===== config.mk =====
export PLATFORM = sky130hd
export DESIGN_NAME = tdm_stereo_sel
export DESIGN_NICKNAME = d
export VERILOG_FILES = /design/src/rtl/tdmsel_pkg.sv /design/src/rtl/tdm_slot_deser.sv /design/src/rtl/mode_seq.sv /design/src/rtl/chan_pick.sv /design/src/rtl/i2s_stereo_tx.sv /design/src/rtl/tdm_stereo_sel.sv
export SDC_FILE = /design/constraint.sdc
export NUM_CORES = 1
export LEC_CHECK = 0
export BUFFER_PORTS_ARGS = -buffer_cell sky130_fd_sc_hd__buf_2
export CAP_MARGIN = 20
export CORE_AREA = 2 2 150 152
export DETAILED_ROUTE_END_ITERATION = 10
export DIE_AREA = 0 0 152 154
export GPL_TIMING_DRIVEN = 0
export PLACE_DENSITY = 0.76
export SLEW_MARGIN = 25
export SYNTH_ARGS = -nofsm -noshare
export SYNTH_HDL_FRONTEND = slang
export SYNTH_SLANG_ARGS = --single-unit

===== constraint.sdc =====
create_clock -name clk -period 16.6 [get_ports clk]
set_input_delay 1.66 -clock clk [delete_from_list [all_inputs] [get_ports clk]]
set_output_delay 1.66 -clock clk [all_outputs]
set_load 0.03 [all_outputs]

===== src/rtl/tdmsel_pkg.sv =====
package tdmsel_pkg;
   // next mode in the ring: 0 = all channels, 1..n = single slot
   function automatic int unsigned ring_next(input int unsigned m, input int unsigned n);
      return (m >= n) ? 0 : m + 1;
   endfunction
endpackage


===== src/rtl/tdm_slot_deser.sv =====
module tdm_slot_deser #(
   parameter int W = 16,
   parameter int N = 8
) (
   input  logic                          clk,
   input  logic                          rst_n,
   input  logic                          sck_i,
   input  logic                          ws_i,
   input  logic                          sd_i,
   output logic [N*W-1:0]                frame_o,
   output logic                          done_o,
   output logic                          run_o,
   output logic [$clog2(N*W)-1:0]        phase_o
);
   localparam int FRAME_BITS = N * W;
   localparam int CW = $clog2(FRAME_BITS);
   localparam int LW = $clog2(W);
   localparam int SW = $clog2(N);

   logic [2:0]    sck_s, ws_s, sd_s;
   logic          tick, ws_b, sd_b;
   logic [CW-1:0] cnt;
   logic [W-1:0]  shreg;
   logic          locked;
   logic [W-1:0]  cap [N];

   // three-stage capture, all inputs delayed alike
   always_ff @(posedge clk or negedge rst_n) begin
      if (!rst_n) begin
         sck_s <= '0;
         ws_s  <= '0;
         sd_s  <= '0;
      end else begin
         sck_s <= {sck_s[1:0], sck_i};
         ws_s  <= {ws_s[1:0], ws_i};
         sd_s  <= {sd_s[1:0], sd_i};
      end
   end

   assign tick = sck_s[1] & ~sck_s[2];
   assign ws_b = ws_s[1];
   assign sd_b = sd_s[1];

   always_ff @(posedge clk or negedge rst_n) begin
      if (!rst_n) begin
         cnt    <= '0;
         shreg  <= '0;
         locked <= 1'b0;
         done_o <= 1'b0;
         for (int i = 0; i < N; i++) cap[i] <= '0;
      end else begin
         done_o <= tick & ws_b & locked;
         if (tick) begin
            shreg <= {shreg[W-2:0], sd_b};
            if (cnt[LW-1:0] == LW'(W - 1))
               cap[cnt[CW-1:LW]] <= {shreg[W-2:0], sd_b};
            cnt <= ws_b ? '0 : cnt + 1'b1;
            if (ws_b) locked <= 1'b1;
         end
      end
   end

   assign run_o   = tick & (locked | ws_b);
   assign phase_o = ws_b ? '0 : cnt + 1'b1;

   for (genvar i = 0; i < N; i++) begin : g_flat
      assign frame_o[i*W +: W] = cap[i];
   end

   // a marker seen while locked must fall on the last bit of the frame
   a_r1_ws_on_last_bit: assert property (@(posedge clk) disable iff (!rst_n)
      (tick && ws_b && locked) |-> (cnt == CW'(FRAME_BITS - 1)));
   // frame completion is a single-cycle event
   a_r9_done_single: assert property (@(posedge clk) disable iff (!rst_n)
      done_o |=> !done_o);
   localparam int unused_sw = SW;
endmodule


===== src/rtl/mode_seq.sv =====
module mode_seq #(
   parameter int N          = 8,
   parameter int DEB_CYCLES = 50000
) (
   input  logic                    clk,
   input  logic                    rst_n,
   input  logic                    btn_i,
   input  logic [$clog2(N+1)-1:0]  mode_act_i,
   output logic [$clog2(N+1)-1:0]  mode_req_o,
   output logic                    led_o
);
   import tdmsel_pkg::*;
   localparam int MW  = $clog2(N + 1);
   localparam int DBW = $clog2(DEB_CYCLES + 1);

   logic [1:0]     btn_s;
   logic           db;
   logic [DBW-1:0] dcnt;
   logic           settle;

   assign settle = (btn_s[1] != db) && (dcnt == DBW'(DEB_CYCLES - 1));

   always_ff @(posedge clk or negedge rst_n) begin
      if (!rst_n) begin
         btn_s      <= '0;
         db         <= 1'b0;
         dcnt       <= '0;
         mode_req_o <= '0;
      end else begin
         btn_s <= {btn_s[0], btn_i};
         if (btn_s[1] == db) begin
            dcnt <= '0;
         end else if (settle) begin
            dcnt <= '0;
            db   <= btn_s[1];
            if (db) mode_req_o <= MW'(ring_next(int'(mode_req_o), N));
         end else begin
            dcnt <= dcnt + 1'b1;
         end
      end
   end

   assign led_o = (mode_act_i == '0) | db;

   // debounced level only follows a synchroniser level held beforehand
   a_r6_debounce_hold: assert property (@(posedge clk) disable iff (!rst_n)
      $changed(db) |-> ($past(btn_s[1], 1) == db && $past(btn_s[1], 2) == db));
   // mode moves only together with a debounced release
   a_r7_step_on_release: assert property (@(posedge clk) disable iff (!rst_n)
      $changed(mode_req_o) |-> $fell(db));
   // mode code stays inside the ring
   a_r5_mode_range: assert property (@(posedge clk) disable iff (!rst_n)
      mode_req_o <= MW'(N));
endmodule


===== src/rtl/chan_pick.sv =====
module chan_pick #(
   parameter int W = 16,
   parameter int N = 8
) (
   input  logic                    clk,
   input  logic                    rst_n,
   input  logic [N*W-1:0]          frame_i,
   input  logic                    done_i,
   input  logic [$clog2(N+1)-1:0]  mode_req_i,
   output logic [$clog2(N+1)-1:0]  mode_act_o,
   output logic [W-1:0]            sample_o
);
   localparam int MW   = $clog2(N + 1);
   localparam int LN   = $clog2(N);
   localparam int SUMW = W + LN;

   logic [W-1:0]           slot [N];
   logic signed [SUMW-1:0] sum;
   logic [SUMW-1:0]        shifted;
   logic [W-1:0]           avg, picked;

   for (genvar i = 0; i < N; i++) begin : g_slot
      assign slot[i] = frame_i[i*W +: W];
   end

   always_comb begin
      sum    = '0;
      picked = '0;
      for (int i = 0; i < N; i++) begin
         sum = sum + $signed({{LN{slot[i][W-1]}}, slot[i]});
         if (mode_req_i == MW'(i + 1)) picked = slot[i];
      end
      shifted = sum >>> LN;
      avg     = shifted[W-1:0];
   end

   always_ff @(posedge clk or negedge rst_n) begin
      if (!rst_n) begin
         mode_act_o <= '0;
         sample_o   <= '0;
      end else if (done_i) begin
         mode_act_o <= mode_req_i;
         sample_o   <= (mode_req_i == '0) ? avg : picked;
      end
   end

   // mode and sample move only at a completed input frame
   a_r9_mode_at_boundary: assert property (@(posedge clk) disable iff (!rst_n)
      !done_i |=> ($stable(mode_act_o) && $stable(sample_o)));
endmodule


===== src/rtl/i2s_stereo_tx.sv =====
module i2s_stereo_tx #(
   parameter int W  = 16,
   parameter int CW = 7
) (
   input  logic          clk,
   input  logic          rst_n,
   input  logic          run_i,
   input  logic [CW-1:0] phase_i,
   input  logic [W-1:0]  sample_i,
   output logic          sck_o,
   output logic          ws_o,
   output logic          sd_o
);
   localparam int QW = CW - 2;
   localparam int BW = $clog2(W);

   logic [QW-1:0] q;
   logic          in_word;
   logic [BW-1:0] bidx;

   assign q = phase_i[CW-2:1];

   always_comb begin
      in_word = (int'(q) >= 1) && (int'(q) <= W);
      bidx    = in_word ? BW'(W - int'(q)) : '0;
   end

   always_ff @(posedge clk or negedge rst_n) begin
      if (!rst_n) begin
         sck_o <= 1'b0;
         ws_o  <= 1'b0;
         sd_o  <= 1'b0;
      end else if (run_i) begin
         if (!phase_i[0]) begin
            sck_o <= 1'b0;
            ws_o  <= phase_i[CW-1];
            sd_o  <= in_word ? sample_i[bidx] : 1'b0;
         end else begin
            sck_o <= 1'b1;
         end
      end
   end

   // word select and data hold steady across the rising edge
   a_r2_change_on_fall: assert property (@(posedge clk) disable iff (!rst_n)
      $rose(sck_o) |-> ($stable(ws_o) && $stable(sd_o)));
endmodule


===== src/rtl/tdm_stereo_sel.sv =====
module tdm_stereo_sel #(
   parameter int W          = 16,
   parameter int N          = 8,
   parameter int DEB_CYCLES = 50000
) (
   input  logic clk,
   input  logic rst_n,
   input  logic tdm_sck,
   input  logic tdm_ws,
   input  logic tdm_sd,
   input  logic mode_btn,
   output logic out_sck,
   output logic out_ws,
   output logic out_sd,
   output logic mode_led
);
   localparam int FRAME_BITS = N * W;
   localparam int CW         = $clog2(FRAME_BITS);
   localparam int MW         = $clog2(N + 1);
   localparam int OUT_SLOT   = FRAME_BITS / 4;

   if ((1 << $clog2(W)) != W || W < 2) begin : g_chk_w
      $error("W must be a power of two");
   end
   if ((1 << $clog2(N)) != N || N < 2) begin : g_chk_n
      $error("N must be a power of two of at least 2");
   end
   if (OUT_SLOT < W + 1) begin : g_chk_slot
      $error("output word slot too short for one delay bit plus sample");
   end
   if (DEB_CYCLES < 2) begin : g_chk_deb
      $error("DEB_CYCLES must be at least 2");
   end

   logic [N*W-1:0] frame;
   logic           done, run;
   logic [CW-1:0]  phase;
   logic [MW-1:0]  mode_req, mode_act;
   logic [W-1:0]   sample;

   tdm_slot_deser #(.W(W), .N(N)) u_deser (
      .clk(clk), .rst_n(rst_n), .sck_i(tdm_sck), .ws_i(tdm_ws), .sd_i(tdm_sd),
      .frame_o(frame), .done_o(done), .run_o(run), .phase_o(phase));

   mode_seq #(.N(N), .DEB_CYCLES(DEB_CYCLES)) u_mode (
      .clk(clk), .rst_n(rst_n), .btn_i(mode_btn), .mode_act_i(mode_act),
      .mode_req_o(mode_req), .led_o(mode_led));

   chan_pick #(.W(W), .N(N)) u_pick (
      .clk(clk), .rst_n(rst_n), .frame_i(frame), .done_i(done),
      .mode_req_i(mode_req), .mode_act_o(mode_act), .sample_o(sample));

   i2s_stereo_tx #(.W(W), .CW(CW)) u_tx (
      .clk(clk), .rst_n(rst_n), .run_i(run), .phase_i(phase), .sample_i(sample),
      .sck_o(out_sck), .ws_o(out_ws), .sd_o(out_sd));

   // all-channels mode in effect keeps the LED lit
   a_r8_led_all: assert property (@(posedge clk) disable iff (!rst_n)
      (mode_act == '0) |-> mode_led);
endmodule


==> flow_metrics.py <==
metrics = {
    "run_status": {
        "status": "complete, no violations",
    },
    "clocking": {
        "cts_tree": "built",
        "cts_resized": 0,
        "cts-htree-levels": 1,
        "cts_inserted_buffers": 23,
        "path_clk_slew_ns": 0.06,
        "clkSinkCount": 205,
        "post_cts_hold_buffer_count": 0,
        "ctsRootBufferMaster": "clkbuf_16",
        "clock_latency_ns": 0.52,
        "post_cts_buffers": 0,
        "clock_path_buffers": 3,
    },
    "setup_path": {
        "critPathCapture": "u_pick.sample_o[13]",
        "path_delay_family": "adder cells",
        "required_ns": 17.00,
        "regToRegStartpoint": "u_deser.frame_o[1]",
        "slowest_delay_ns": 0.54,
        "critPathLaunchType": "register",
        "crit_cells": 25,
        "r2r-end": "u_pick.sample_o[13]",
        "cp_slowest_cell": "fa_1",
        "rrSetupSlack_ns": 10.17,
        "rr_worst_depth": 25,
        "crit_top_cell": "fa_1",
        "crit_type": "register to register",
        "setup.worst_path.start": "u_deser.frame_o[1]",
        "cp-end-kind": "register",
        "crit_path_max_fanout": 6,
        "path_buf_inv": 4,
        "worstPathArrival_ns": 6.83,
    },
    "finish": {
        "area_growth_pct": 9.27,
        "n_antenna_cell": 0,
        "n_fill_cell": 1673,
        "layout_commonest_cell": "dfrtp_1",
        "drive_gt1_frac": 0.130,
        "layout.nets": 1424,
        "final_cell_mix": "dfrtp_1 (205), nand2_1 (155), inv_1 (120), mux2_2 (104), o21ai_0 (87)",
        "multi_input_area_mm2": 0.00708,
        "layout.area.seq_mm2": 0.00513,
    },
    "timing": {
        "report.final.setup_viol": 0,
        "rsz0062_at_grt": "false",
        "clock_skew_ns": 0.0126,
        "setup_ws_ns": 10.17,
        "period_share": 0.388,
        "final-max-slew-violation-count": 0,
        "slew_headroom": 0.415,
        "period_needed_ns": 6.43,
        "final_hold_viol_count": 0,
        "fmax_mhz": 155,
        "tightestPinTransition_ns": 0.877,
        "fin_setup_tns_ns": 0,
    },
    "global_routing": {
        "grt_max_degree": 84,
        "grt_pass1_vias": 9780,
        "grt_overflow": 0,
        "grt_pass1_wl_mm": 51.2,
        "track_usage": 0.273,
        "antenna_found_initial": 0,
    },
    "power_and_ir_drop": {
        "p_int_mw": 0.841,
        "p_clk_frac": 0.451,
        "max-vdd-ir-drop_v": 0.0000869,
        "sw_frac_of_total": 0.248,
        "p_leak_nw": 6.58,
        "p_comb_frac": 0.080,
        "power.switching_mw": 0.278,
        "powerDensity_mw_per_mm2": 79.1,
        "sequentialPowerShare": 0.470,
    },
    "synthesis": {
        "synth_edf_count": 0,
        "synth_top_flop_cell": "dfrtp_1",
        "syn-cell-area_mm2": 0.0129,
        "yosys_warnings": 0,
        "ys_seq_area_frac": 0.397,
        "syn_area_per_cell_um2": 10.3,
        "synth_cell_types": 68,
        "netlist_instances": 1257,
        "ys_ff_latch": 205,
        "syn_nets": 1388,
        "synth-async-reset-ratio": 1.00,
    },
    "die": {
        "rows": 54,
        "start_util": 0.597,
        "die_area_mm2": 0.0234,
        "pin_count": 10,
        "die_h_um": 154,
        "die_x_um": 152,
        "coreArea_mm2": 0.0217,
    },
    "place": {
        "gp_congestion": 0.896,
        "portBuffers": 9,
        "hpwl_mm": 23.6,
        "pre_cts_slack_ns": 10.21,
    },
    "route": {
        "via_per_inst": 6.00,
        "wire_per_inst_um": 19.5,
        "finalWirelength_mm": 31.1,
        "drt_iter0_markers": 865,
        "vias": 9544,
        "ant_nets": 0,
        "firstDrtPassIters": 7,
        "drc": 0,
    },
    "flow_run": {
        "drv_cap": 0,
    },
    "hold_path": {
        "hold_path_class": "register to register",
    },
}
## cells in the mapped netlist, types with 5 or more instances
cell | count | area, um^2
nand3_1 | 17 | 85.1
nor2b_1 | 14 | 87.6
fa_1 | 85 | 1700
mux2_2 | 104 | 1170
o211ai_1 | 6 | 45.0
o21ai_0 | 87 | 435
xnor2_1 | 17 | 149
nor3_1 | 17 | 85.1
a211oi_1 | 9 | 67.6
and3_1 | 9 | 56.3
a31oi_1 | 8 | 50.1
a222oi_1 | 15 | 150
ha_1 | 40 | 500
clkbuf_1 | 61 | 229
nand2_1 | 155 | 582
xor2_1 | 23 | 201
mux2i_1 | 9 | 90.1
inv_1 | 120 | 450
dfrtp_1 | 205 | 5130
a21o_1 | 10 | 75.1
nand2b_1 | 14 | 87.6
a21oi_1 | 39 | 195
o21a_1 | 9 | 67.6
a22oi_1 | 18 | 135
nor2_1 | 73 | 274
or3_1 | 8 | 50.1
and2_1 | 5 | 31.3
## flip-flops by register name, summed over array words and instances (netlist names)
register and flops:
u_deser.frame_o 128, u_mode.dcnt 16, u_pick.sample_o 16, u_deser.shreg 15, u_deser.cnt 7, u_mode.mode_req_o 4, u_pick.mode_act_o 4, u_deser.sck_s 3
u_deser.sd_s 2, u_deser.ws_s 2, u_mode.btn_s 2, u_deser.done_o 1, u_deser.locked 1, u_mode.db 1, u_tx.sck_o 1, u_tx.sd_o 1
u_tx.ws_o 1
## layout make-up
type,instances,share of cell area
plain buffers,68,0.0199
clock buffers,31,0.0443
clock inverters,11,0.00805
inverters,120,0.0319
multi-input cells,864,0.500
flip-flops and latches,205,0.363
well taps,280,0.0248
repair buffers,11,0.00779
## stage by stage
stage / power, mW / std cells / util / hold slack, ns / area (um^2)
2_1_floorplan: 0.586 / 1257 / - / 0.331 / 12900
3_3_place_gp: 0.618 / 1546 / 0.615 / 0.333 / 13300
3_5_place_dp: 0.623 / 1548 / 0.618 / 0.339 / 13400
4_1_cts: 1.12 / 1590 / 0.652 / 0.353 / 14100
5_1_grt: 1.16 / 1590 / 0.652 / 0.356 / 14100
6_report: 1.12 / 1590 / 0.652 / 0.349 / 14100
## per-layer routing
metal  global-route usage  share of wire  vias to the layer above
li1                     -              -                     4370
met1                0.368           0.41                     4748
met2                0.447           0.48                      361
met3               0.0496          0.072                       65
met4                0.102          0.038                        0
met5                    0              0                        -
## logic make-up after synthesis
group	share of synthesized area
and+or+nand+nor	0.114
DFF	0.397
buffers and inverters	0.0566
adders and majority gates	0.170
AOI/OAI and AO/OA	0.129
xor gates and xnor gates	0.0283
muxes	0.105
## worst min path at each step
| stage | from | to | slack, ns | cells after the start |
|---|---|---|---|---|
| after global routing | u_mode.btn_s[0] | u_mode.btn_s[1] | 0.36 | 0 |
| final | u_deser.sd_s[0] | u_deser.sd_s[1] | 0.35 | 0 |
| after CTS | u_deser.sd_s[0] | u_deser.sd_s[1] | 0.35 | 0 |
| after floorplan | u_deser.sck_s[0] | u_deser.sck_s[1] | 0.33 | 0 |
| after global placement | u_mode.btn_s[0] | u_mode.btn_s[1] | 0.33 | 0 |
| after detailed placement | u_deser.sd_s[0] | u_deser.sd_s[1] | 0.34 | 0 |
## power by group through the flow
| stage | Clock, mW | Sequential [mW] | Combinational [mW] |
|---|---|---|---|
| finish | 0.504 | 0.525 | 0.0890 |
| detailed placement | 0 | 0.534 | 0.0883 |
| global route | 0.530 | 0.528 | 0.0991 |
| CTS | 0.509 | 0.525 | 0.0891 |
| global placement | 0 | 0.534 | 0.0838 |
| floorplan | 0 | 0.534 | 0.0520 |
(Power assumes the default switching activity.)
